File: src/rtl/qtu_pkg.sv
package qtu_pkg;
  localparam int NUM_TMR   = 4;
  localparam int BYTE_W    = 8;
  localparam int ST_BIT    = 0;
  localparam int EN_BIT    = 1;
  localparam int IE_BIT    = 2;
  localparam int SEL_LO    = 3;
  localparam int SEL_W     = 2;
  localparam int NUM_RATES = 1 << SEL_W;

  typedef struct packed {
    logic [SEL_W-1:0] sel;
    logic             ie;
    logic             en;
  } tmr_cfg_t;

  typedef enum logic [1:0] {
    RGN_CTRL   = 2'd0,
    RGN_RELOAD = 2'd1,
    RGN_CLEAR  = 2'd2,
    RGN_NONE   = 2'd3
  } rgn_e;
endpackage

File: src/rtl/qtu_prescaler.sv
module qtu_prescaler #(
  parameter int NUM_RATES = 4
) (
  input  logic                 clk,
  input  logic                 rst_n,
  output logic [NUM_RATES-1:0] tick
);
  logic [NUM_RATES-1:0] pre_q;

  always_ff @(posedge clk) begin
    if (!rst_n) pre_q <= '0;
    else        pre_q <= pre_q + 1'b1;
  end

  for (genvar k = 0; k < NUM_RATES; k++) begin : g_tick
    assign tick[k] = &pre_q[k:0];
  end

  for (genvar k = 1; k < NUM_RATES; k++) begin : g_nest
    AST_TICK_NESTED: assert property (@(posedge clk) disable iff (!rst_n)
      tick[k] |-> tick[k-1]);
  end

  AST_TICK_SPACING: assert property (@(posedge clk) disable iff (!rst_n)
    tick[0] |=> !tick[0]);
endmodule

File: src/rtl/qtu_timer_chan.sv
module qtu_timer_chan #(
  parameter int CNT_W     = 16,
  parameter int NUM_RATES = 4,
  parameter int SEL_W     = 2
) (
  input  logic                 clk,
  input  logic                 rst_n,
  input  logic                 en,
  input  logic [SEL_W-1:0]     sel,
  input  logic [CNT_W-1:0]     reload,
  input  logic [NUM_RATES-1:0] tick,
  input  logic                 sw_clr,
  output logic                 flag
);
  logic [CNT_W-1:0] cnt_q;
  logic             flag_q;
  logic             step;
  logic             at_zero;
  logic             hw_set;

  assign step    = en & tick[sel];
  assign at_zero = (cnt_q == '0);
  assign hw_set  = step & at_zero;

  always_ff @(posedge clk) begin
    if (!rst_n) begin
      cnt_q  <= '0;
      flag_q <= 1'b0;
    end else begin
      if (!en)
        cnt_q <= reload;
      else if (step)
        cnt_q <= at_zero ? reload : cnt_q - 1'b1;
      flag_q <= hw_set | (flag_q & ~sw_clr);
    end
  end

  assign flag = flag_q;

  AST_SET_WINS: assert property (@(posedge clk) disable iff (!rst_n)
    hw_set |=> flag_q);
  AST_CLEAR_TAKES: assert property (@(posedge clk) disable iff (!rst_n)
    (sw_clr && !hw_set) |=> !flag_q);
  AST_RISE_NEEDS_EN: assert property (@(posedge clk) disable iff (!rst_n)
    $rose(flag_q) |-> $past(en));
  AST_DECREMENT: assert property (@(posedge clk) disable iff (!rst_n)
    (en && tick[sel] && cnt_q != '0) |=> (cnt_q == $past(cnt_q) - 1'b1));
  AST_WRAP_RELOAD: assert property (@(posedge clk) disable iff (!rst_n)
    (en && tick[sel] && cnt_q == '0) |=> (cnt_q == $past(reload)));
endmodule

File: src/rtl/qtu_regs.sv
module qtu_regs
  import qtu_pkg::*;
#(
  parameter int NUM_TMR = 4,
  parameter int CNT_W   = 16,
  parameter int ADDR_W  = 6,
  parameter int DATA_W  = 32
) (
  input  logic                    clk,
  input  logic                    rst_n,
  input  logic                    wr,
  input  logic [ADDR_W-1:0]       addr,
  input  logic [DATA_W-1:0]       wdata,
  input  logic [NUM_TMR-1:0]      flags,
  output tmr_cfg_t                cfg    [NUM_TMR],
  output logic [CNT_W-1:0]        reload [NUM_TMR],
  output logic [NUM_TMR-1:0]      sw_clr,
  output logic [DATA_W-1:0]       rdata
);
  localparam int IDX_W = (NUM_TMR > 1) ? $clog2(NUM_TMR) : 1;

  function automatic logic [DATA_W-1:0] store_mask();
    logic [DATA_W-1:0] m;
    m = '1;
    for (int n = 0; n < NUM_TMR; n++) m[n*BYTE_W + ST_BIT] = 1'b0;
    return m;
  endfunction

  localparam logic [DATA_W-1:0] STORE_MASK = store_mask();

  logic [DATA_W-1:0] ctrl_q;
  logic [CNT_W-1:0]  reload_q [NUM_TMR];
  logic [IDX_W-1:0]  idx;
  logic              aligned;
  rgn_e              rgn;
  logic [DATA_W-1:0] flag_vec;

  assign idx     = addr[2 +: IDX_W];
  assign aligned = (addr[1:0] == 2'b00);

  always_comb begin
    rgn = RGN_NONE;
    if (aligned) begin
      unique case (addr[ADDR_W-1 -: 2])
        2'd0:    rgn = (idx == '0) ? RGN_CTRL : RGN_NONE;
        2'd1:    rgn = RGN_RELOAD;
        2'd2:    rgn = RGN_CLEAR;
        default: rgn = RGN_NONE;
      endcase
    end
  end

  always_ff @(posedge clk) begin
    if (!rst_n) begin
      ctrl_q <= '0;
      for (int n = 0; n < NUM_TMR; n++) reload_q[n] <= '0;
    end else if (wr) begin
      if (rgn == RGN_CTRL)   ctrl_q        <= wdata & STORE_MASK;
      if (rgn == RGN_RELOAD) reload_q[idx] <= wdata[CNT_W-1:0];
    end
  end

  for (genvar n = 0; n < NUM_TMR; n++) begin : g_tmr
    assign cfg[n].en  = ctrl_q[n*BYTE_W + EN_BIT];
    assign cfg[n].ie  = ctrl_q[n*BYTE_W + IE_BIT];
    assign cfg[n].sel = ctrl_q[n*BYTE_W + SEL_LO +: SEL_W];
    assign reload[n]  = reload_q[n];
    assign sw_clr[n]  = wr & (((rgn == RGN_CTRL) & ~wdata[n*BYTE_W + ST_BIT]) |
                              ((rgn == RGN_CLEAR) & (idx == IDX_W'(n))));
  end

  always_comb begin
    flag_vec = '0;
    for (int n = 0; n < NUM_TMR; n++) flag_vec[n*BYTE_W + ST_BIT] = flags[n];
  end

  always_comb begin
    unique case (rgn)
      RGN_CTRL:   rdata = ctrl_q | flag_vec;
      RGN_RELOAD: rdata = DATA_W'(reload_q[idx]);
      default:    rdata = '0;
    endcase
  end

  AST_CTRL_HOLD: assert property (@(posedge clk) disable iff (!rst_n)
    !(wr && rgn == RGN_CTRL) |=> $stable(ctrl_q));
  AST_CLEAR_ONE: assert property (@(posedge clk) disable iff (!rst_n)
    (wr && rgn == RGN_CLEAR) |-> $onehot0(sw_clr));
endmodule

File: src/rtl/qtimer_unit.sv
module qtimer_unit
  import qtu_pkg::*;
#(
  parameter int CNT_W  = 16,
  parameter int ADDR_W = 6,
  parameter int DATA_W = 32
) (
  input  logic              clk,
  input  logic              rst_n,
  input  logic              reg_wr,
  input  logic [ADDR_W-1:0] reg_addr,
  input  logic [DATA_W-1:0] reg_wdata,
  output logic [DATA_W-1:0] reg_rdata,
  output logic              irq
);
  tmr_cfg_t               cfg    [NUM_TMR];
  logic [CNT_W-1:0]       reload [NUM_TMR];
  logic [NUM_TMR-1:0]     sw_clr;
  logic [NUM_TMR-1:0]     flags;
  logic [NUM_TMR-1:0]     ie_vec;
  logic [NUM_RATES-1:0]   tick;

  qtu_prescaler #(.NUM_RATES(NUM_RATES)) u_pre (
    .clk  (clk),
    .rst_n(rst_n),
    .tick (tick)
  );

  qtu_regs #(
    .NUM_TMR(NUM_TMR), .CNT_W(CNT_W), .ADDR_W(ADDR_W), .DATA_W(DATA_W)
  ) u_regs (
    .clk   (clk),
    .rst_n (rst_n),
    .wr    (reg_wr),
    .addr  (reg_addr),
    .wdata (reg_wdata),
    .flags (flags),
    .cfg   (cfg),
    .reload(reload),
    .sw_clr(sw_clr),
    .rdata (reg_rdata)
  );

  for (genvar n = 0; n < NUM_TMR; n++) begin : g_chan
    qtu_timer_chan #(.CNT_W(CNT_W), .NUM_RATES(NUM_RATES), .SEL_W(SEL_W)) u_chan (
      .clk   (clk),
      .rst_n (rst_n),
      .en    (cfg[n].en),
      .sel   (cfg[n].sel),
      .reload(reload[n]),
      .tick  (tick),
      .sw_clr(sw_clr[n]),
      .flag  (flags[n])
    );
    assign ie_vec[n] = cfg[n].ie;
  end

  assign irq = |(flags & ie_vec);

  AST_IRQ_SOURCE: assert property (@(posedge clk) disable iff (!rst_n)
    irq |-> (flags != '0));
  AST_IRQ_QUIET: assert property (@(posedge clk) disable iff (!rst_n)
    (ie_vec == '0) |-> !irq);
endmodule

File: config.mk
export PLATFORM = sky130hd
export DESIGN_NAME = qtimer_unit
export DESIGN_NICKNAME = d
export VERILOG_FILES = /design/src/rtl/qtu_pkg.sv /design/src/rtl/qtu_prescaler.sv /design/src/rtl/qtu_timer_chan.sv /design/src/rtl/qtu_regs.sv /design/src/rtl/qtimer_unit.sv
export SDC_FILE = /design/constraint.sdc
export NUM_CORES = 1
export LEC_CHECK = 0
export CELL_PAD_IN_SITES_DETAIL_PLACEMENT = 0
export CELL_PAD_IN_SITES_GLOBAL_PLACEMENT = 1
export CORE_ASPECT_RATIO = 0.6
export CORE_UTILIZATION = 35
export DETAILED_ROUTE_END_ITERATION = 6
export PLACE_DENSITY_LB_ADDON = 0.1
export SLEW_MARGIN = 5
export SYNTH_ARGS = -nofsm -noshare
export SYNTH_HDL_FRONTEND = slang
export SYNTH_SLANG_ARGS = --single-unit
File: constraint.sdc
create_clock -name clk -period 8 [get_ports clk]
set_clock_uncertainty 0.1 [all_clocks]
set_input_delay 1.6 -clock clk [delete_from_list [all_inputs] [get_ports clk]]
set_output_delay 1.6 -clock clk [all_outputs]
set_load 0.01 [all_outputs]
==> results.json <==
{
  "outcome": "finished clean",
  "wirelength_um": 30510,
  "gr-usage-met3": 0.05939,
  "port_buffers": 73,
  "ys.flop_type": "dfxtp_1",
  "worst_ep_required_time_ps": 6300,
  "synth_area_leaders": "dfxtp_1 23%, edfxtp_1 22%, nand2_1 5.6%",
  "rrSetupSlack_ps": 4810,
  "synthesis.area_um2": 8656,
  "endpoint_kind": "output port",
  "critPathArrivalTime_ps": 4270,
  "post-dp-hpwl_um": 21930,
  "synth_fp_nets": 999,
  "clock_sinks": 164,
  "cts_root_buf": "clkbuf_16",
  "crit_path_start_kind": "input pin",
  "drive_gt1_frac": 0.09316,
  "netlist_instances": 948,
  "grt_max_degree": 58,
  "diodes": 0,
  "min_period_over_period": 0.7464,
  "insertion_delay_ps": 450,
  "ys_types": 72,
  "ys_ff_latch": 164,
  "nets": 1047,
  "slew_headroom": 0.3494,
  "coreArea_um2": 24220,
  "grt_pass1_vias": 7022,
  "drc": 0,
  "clk_pin_slew_ps": 60,
  "cp_slowest_cell": "clkdlybuf4s50_1",
  "slew_violations": 0,
  "hold_path.class": "reg2reg",
  "fillers": 2407,
  "synth_edf_count": 64,
  "row_count": 44,
  "cts_resized": 0,
  "design.die.area_um2": 25380,
  "grt_setup_unrepaired": "no",
  "async_flop_share": 0,
  "drt_pass1_iterations": 5,
  "utilization": 0.4249,
  "cts_hold_buf": 0,
  "wl_per_cell_um": 22.93,
  "setup_viol_count_final": 0,
  "dpl-instance-area_um2": 9694,
  "globalplace.congestion": 0.8377,
  "path_class": "in2out",
  "post_cts_buffers": 0,
  "power.density_nw_per_um2": 194.9,
  "die_h_um": 123.8,
  "numCtsBuffers": 17,
  "grt_pass1_wl_um": 45600,
  "cts_tree": "yes",
  "synthDominantCellAreaShare": 0.2313,
  "finalCriticalPeriod_ps": 5971,
  "clock_path_buffers": 2,
  "ioPinCount": 74,
  "grt_use_met1": 0.3974,
  "synth_seq_area_share": 0.4533,
  "cap_violations": 0,
  "fin_setup_tns_ps": 0,
  "use_met2": 0.3228,
  "antenna_found_initial": 2,
  "path_cells": "clkdlybuf4s50_1, buf_4, or2_1, nor3b_4, buf_4, a22o_1, clkdlybuf4s50_1",
  "avgSynthCellArea_um2": 9.131,
  "crit_path_max_fanout": 27,
  "fmax_mhz": 167.5,
  "yosys.area.top_type": "dfxtp_1",
  "num_vias": 7683,
  "fin_total_pwr_mw": 2.006,
  "cpPeakStageDelay_ps": 540,
  "ant_nets": 0,
  "start_util": 0.3573,
  "viasPerCell": 5.772,
  "grt_use_total": 0.2489,
  "fin_hold_ws_ps": 352.4,
  "vdd_ir_drop_max_v": 0.00009403,
  "die-width_um": 205.0,
  "drt-initial-drc-count": 749,
  "area_growth_pct": 18.91,
  "hold_violations": 0,
  "tightest_slew_ps": 975.9,
  "yosysWarnings": 0,
  "fin_area_um2": 10290,
  "grt_overflow_total": 0,
  "busiest_layer": "met1",
  "leakage_nw": 3.489,
  "ctsHtreeMaxLevel": 4
}
power by group:
group	total, mW	internal [mW]	switching (mW)
sequential	0.954	0.906	0.0481
clock	0.863	0.497	0.366
combinational	0.189	0.0804	0.109
Yosys cell counts (all sizes together) (5+ instances only):
cell / n
o21a: 9
inv: 24
o21ai: 36
nand2: 128
clkbuf: 46
ha: 10
nor2: 65
o22ai: 24
a31oi: 10
nand2b: 5
nor4: 17
o221ai: 7
a21boi: 8
buf: 16
mux2i: 23
o311ai: 8
a2111oi: 6
or2: 7
or3: 11
edfxtp: 64
and2: 53
or4: 7
mux4: 16
a211oi: 6
dfxtp: 100
a22o: 17
a31o: 5
nand4: 6
and3: 9
nand3: 37
a21oi: 83
nor3: 33
worst max-delay path, delay by kind of cell:
family	cells	cell delay [ps]
compound gates	1	210
simple gates	2	860
buf+inv	4	1590
cell usage in the layout, fill, tap and decap left out, types with 4 or more instances in the layout:
cell	synthesis	routed
o311ai_0	8	8
nor3_1	32	32
inv_1	24	23
a21boi_0	8	8
edfxtp_1	64	64
a31oi_1	10	10
clkbuf_16	0	17
a31o_2	5	5
nor4_1	16	16
clkinv_2	0	4
o221ai_1	7	6
nand3_1	37	37
o22ai_1	24	24
and3_1	9	9
nor2_1	65	65
buf_4	3	18
o21ai_0	36	32
mux2i_1	23	23
a211oi_1	5	5
a22o_1	17	17
o21a_1	9	9
ha_1	10	10
nand2b_1	5	5
or3_1	11	11
or4b_2	4	4
o21ai_1	0	4
nand4_1	6	6
or4_1	7	7
mux4_2	16	16
a21oi_1	83	83
nand2_1	128	128
clkdlybuf4s50_1	0	72
and2_1	53	53
or2_2	6	6
dfxtp_1	100	100
registers in the layout (all words and copies together), names as in the netlist:
name,cells
g_chan.u_chan.cnt_q,64
g_chan.u_chan.flag,4
u_pre.pre_q,4
u_regs.ctrl_q,28
u_regs.reload_q,64
cell type report:
class,instances,area (µm²),area share
clock buffers,18,439.2,0.04267
clock inverters,14,158.9,0.01544
inverters,24,90.09,0.008753
multi-input cells,698,4417,0.4291
flip-flops and latches,164,3924,0.3812
well taps,322,402.9,0.03914
repair buffers,91,860.8,0.08364
cell families after synthesis:
| family | after synthesis | share of synthesized area |
|---|---|---|
| flip-flops | 164 | 0.4533 |
| XOR/XNOR | 1 | 0.001012 |
| AO/OA/AOI/OAI | 247 | 0.1895 |
| multiplexers | 39 | 0.06823 |
| AND/OR/NAND/NOR | 401 | 0.2333 |
| adder cells (fa/ha/maj) | 10 | 0.01446 |
| buffers and inverters | 86 | 0.04019 |
through the flow:
stage	cells	setup slack, ps
2_1_floorplan	948	3181
3_3_place_gp	1299	2039
3_5_place_dp	1299	2022
4_1_cts	1331	2006
5_1_grt	1331	1860
6_report	1331	2029
layer usage:
layer | part of all wire | vias up
met1 | 0.52 | 3739
met2 | 0.39 | 293
met4 | 0.011 | 0
met3 | 0.087 | 24
met5 | 0 | -
li1 | - | 3627
path summary, 6_finish.rpt:
kind                           from                        end  cells past startpoint
setup reg to reg     u_pre.pre_q[0]  g_chan[0].u_chan.cnt_q[0]                      7
setup / recovery        reg_addr[2]              reg_rdata[10]                      7
hold reg to reg   u_regs.ctrl_q[23]          u_regs.ctrl_q[23]                      2
hold / removal    u_regs.ctrl_q[23]          u_regs.ctrl_q[23]                      2
Power figures use the tool's default switching activity.
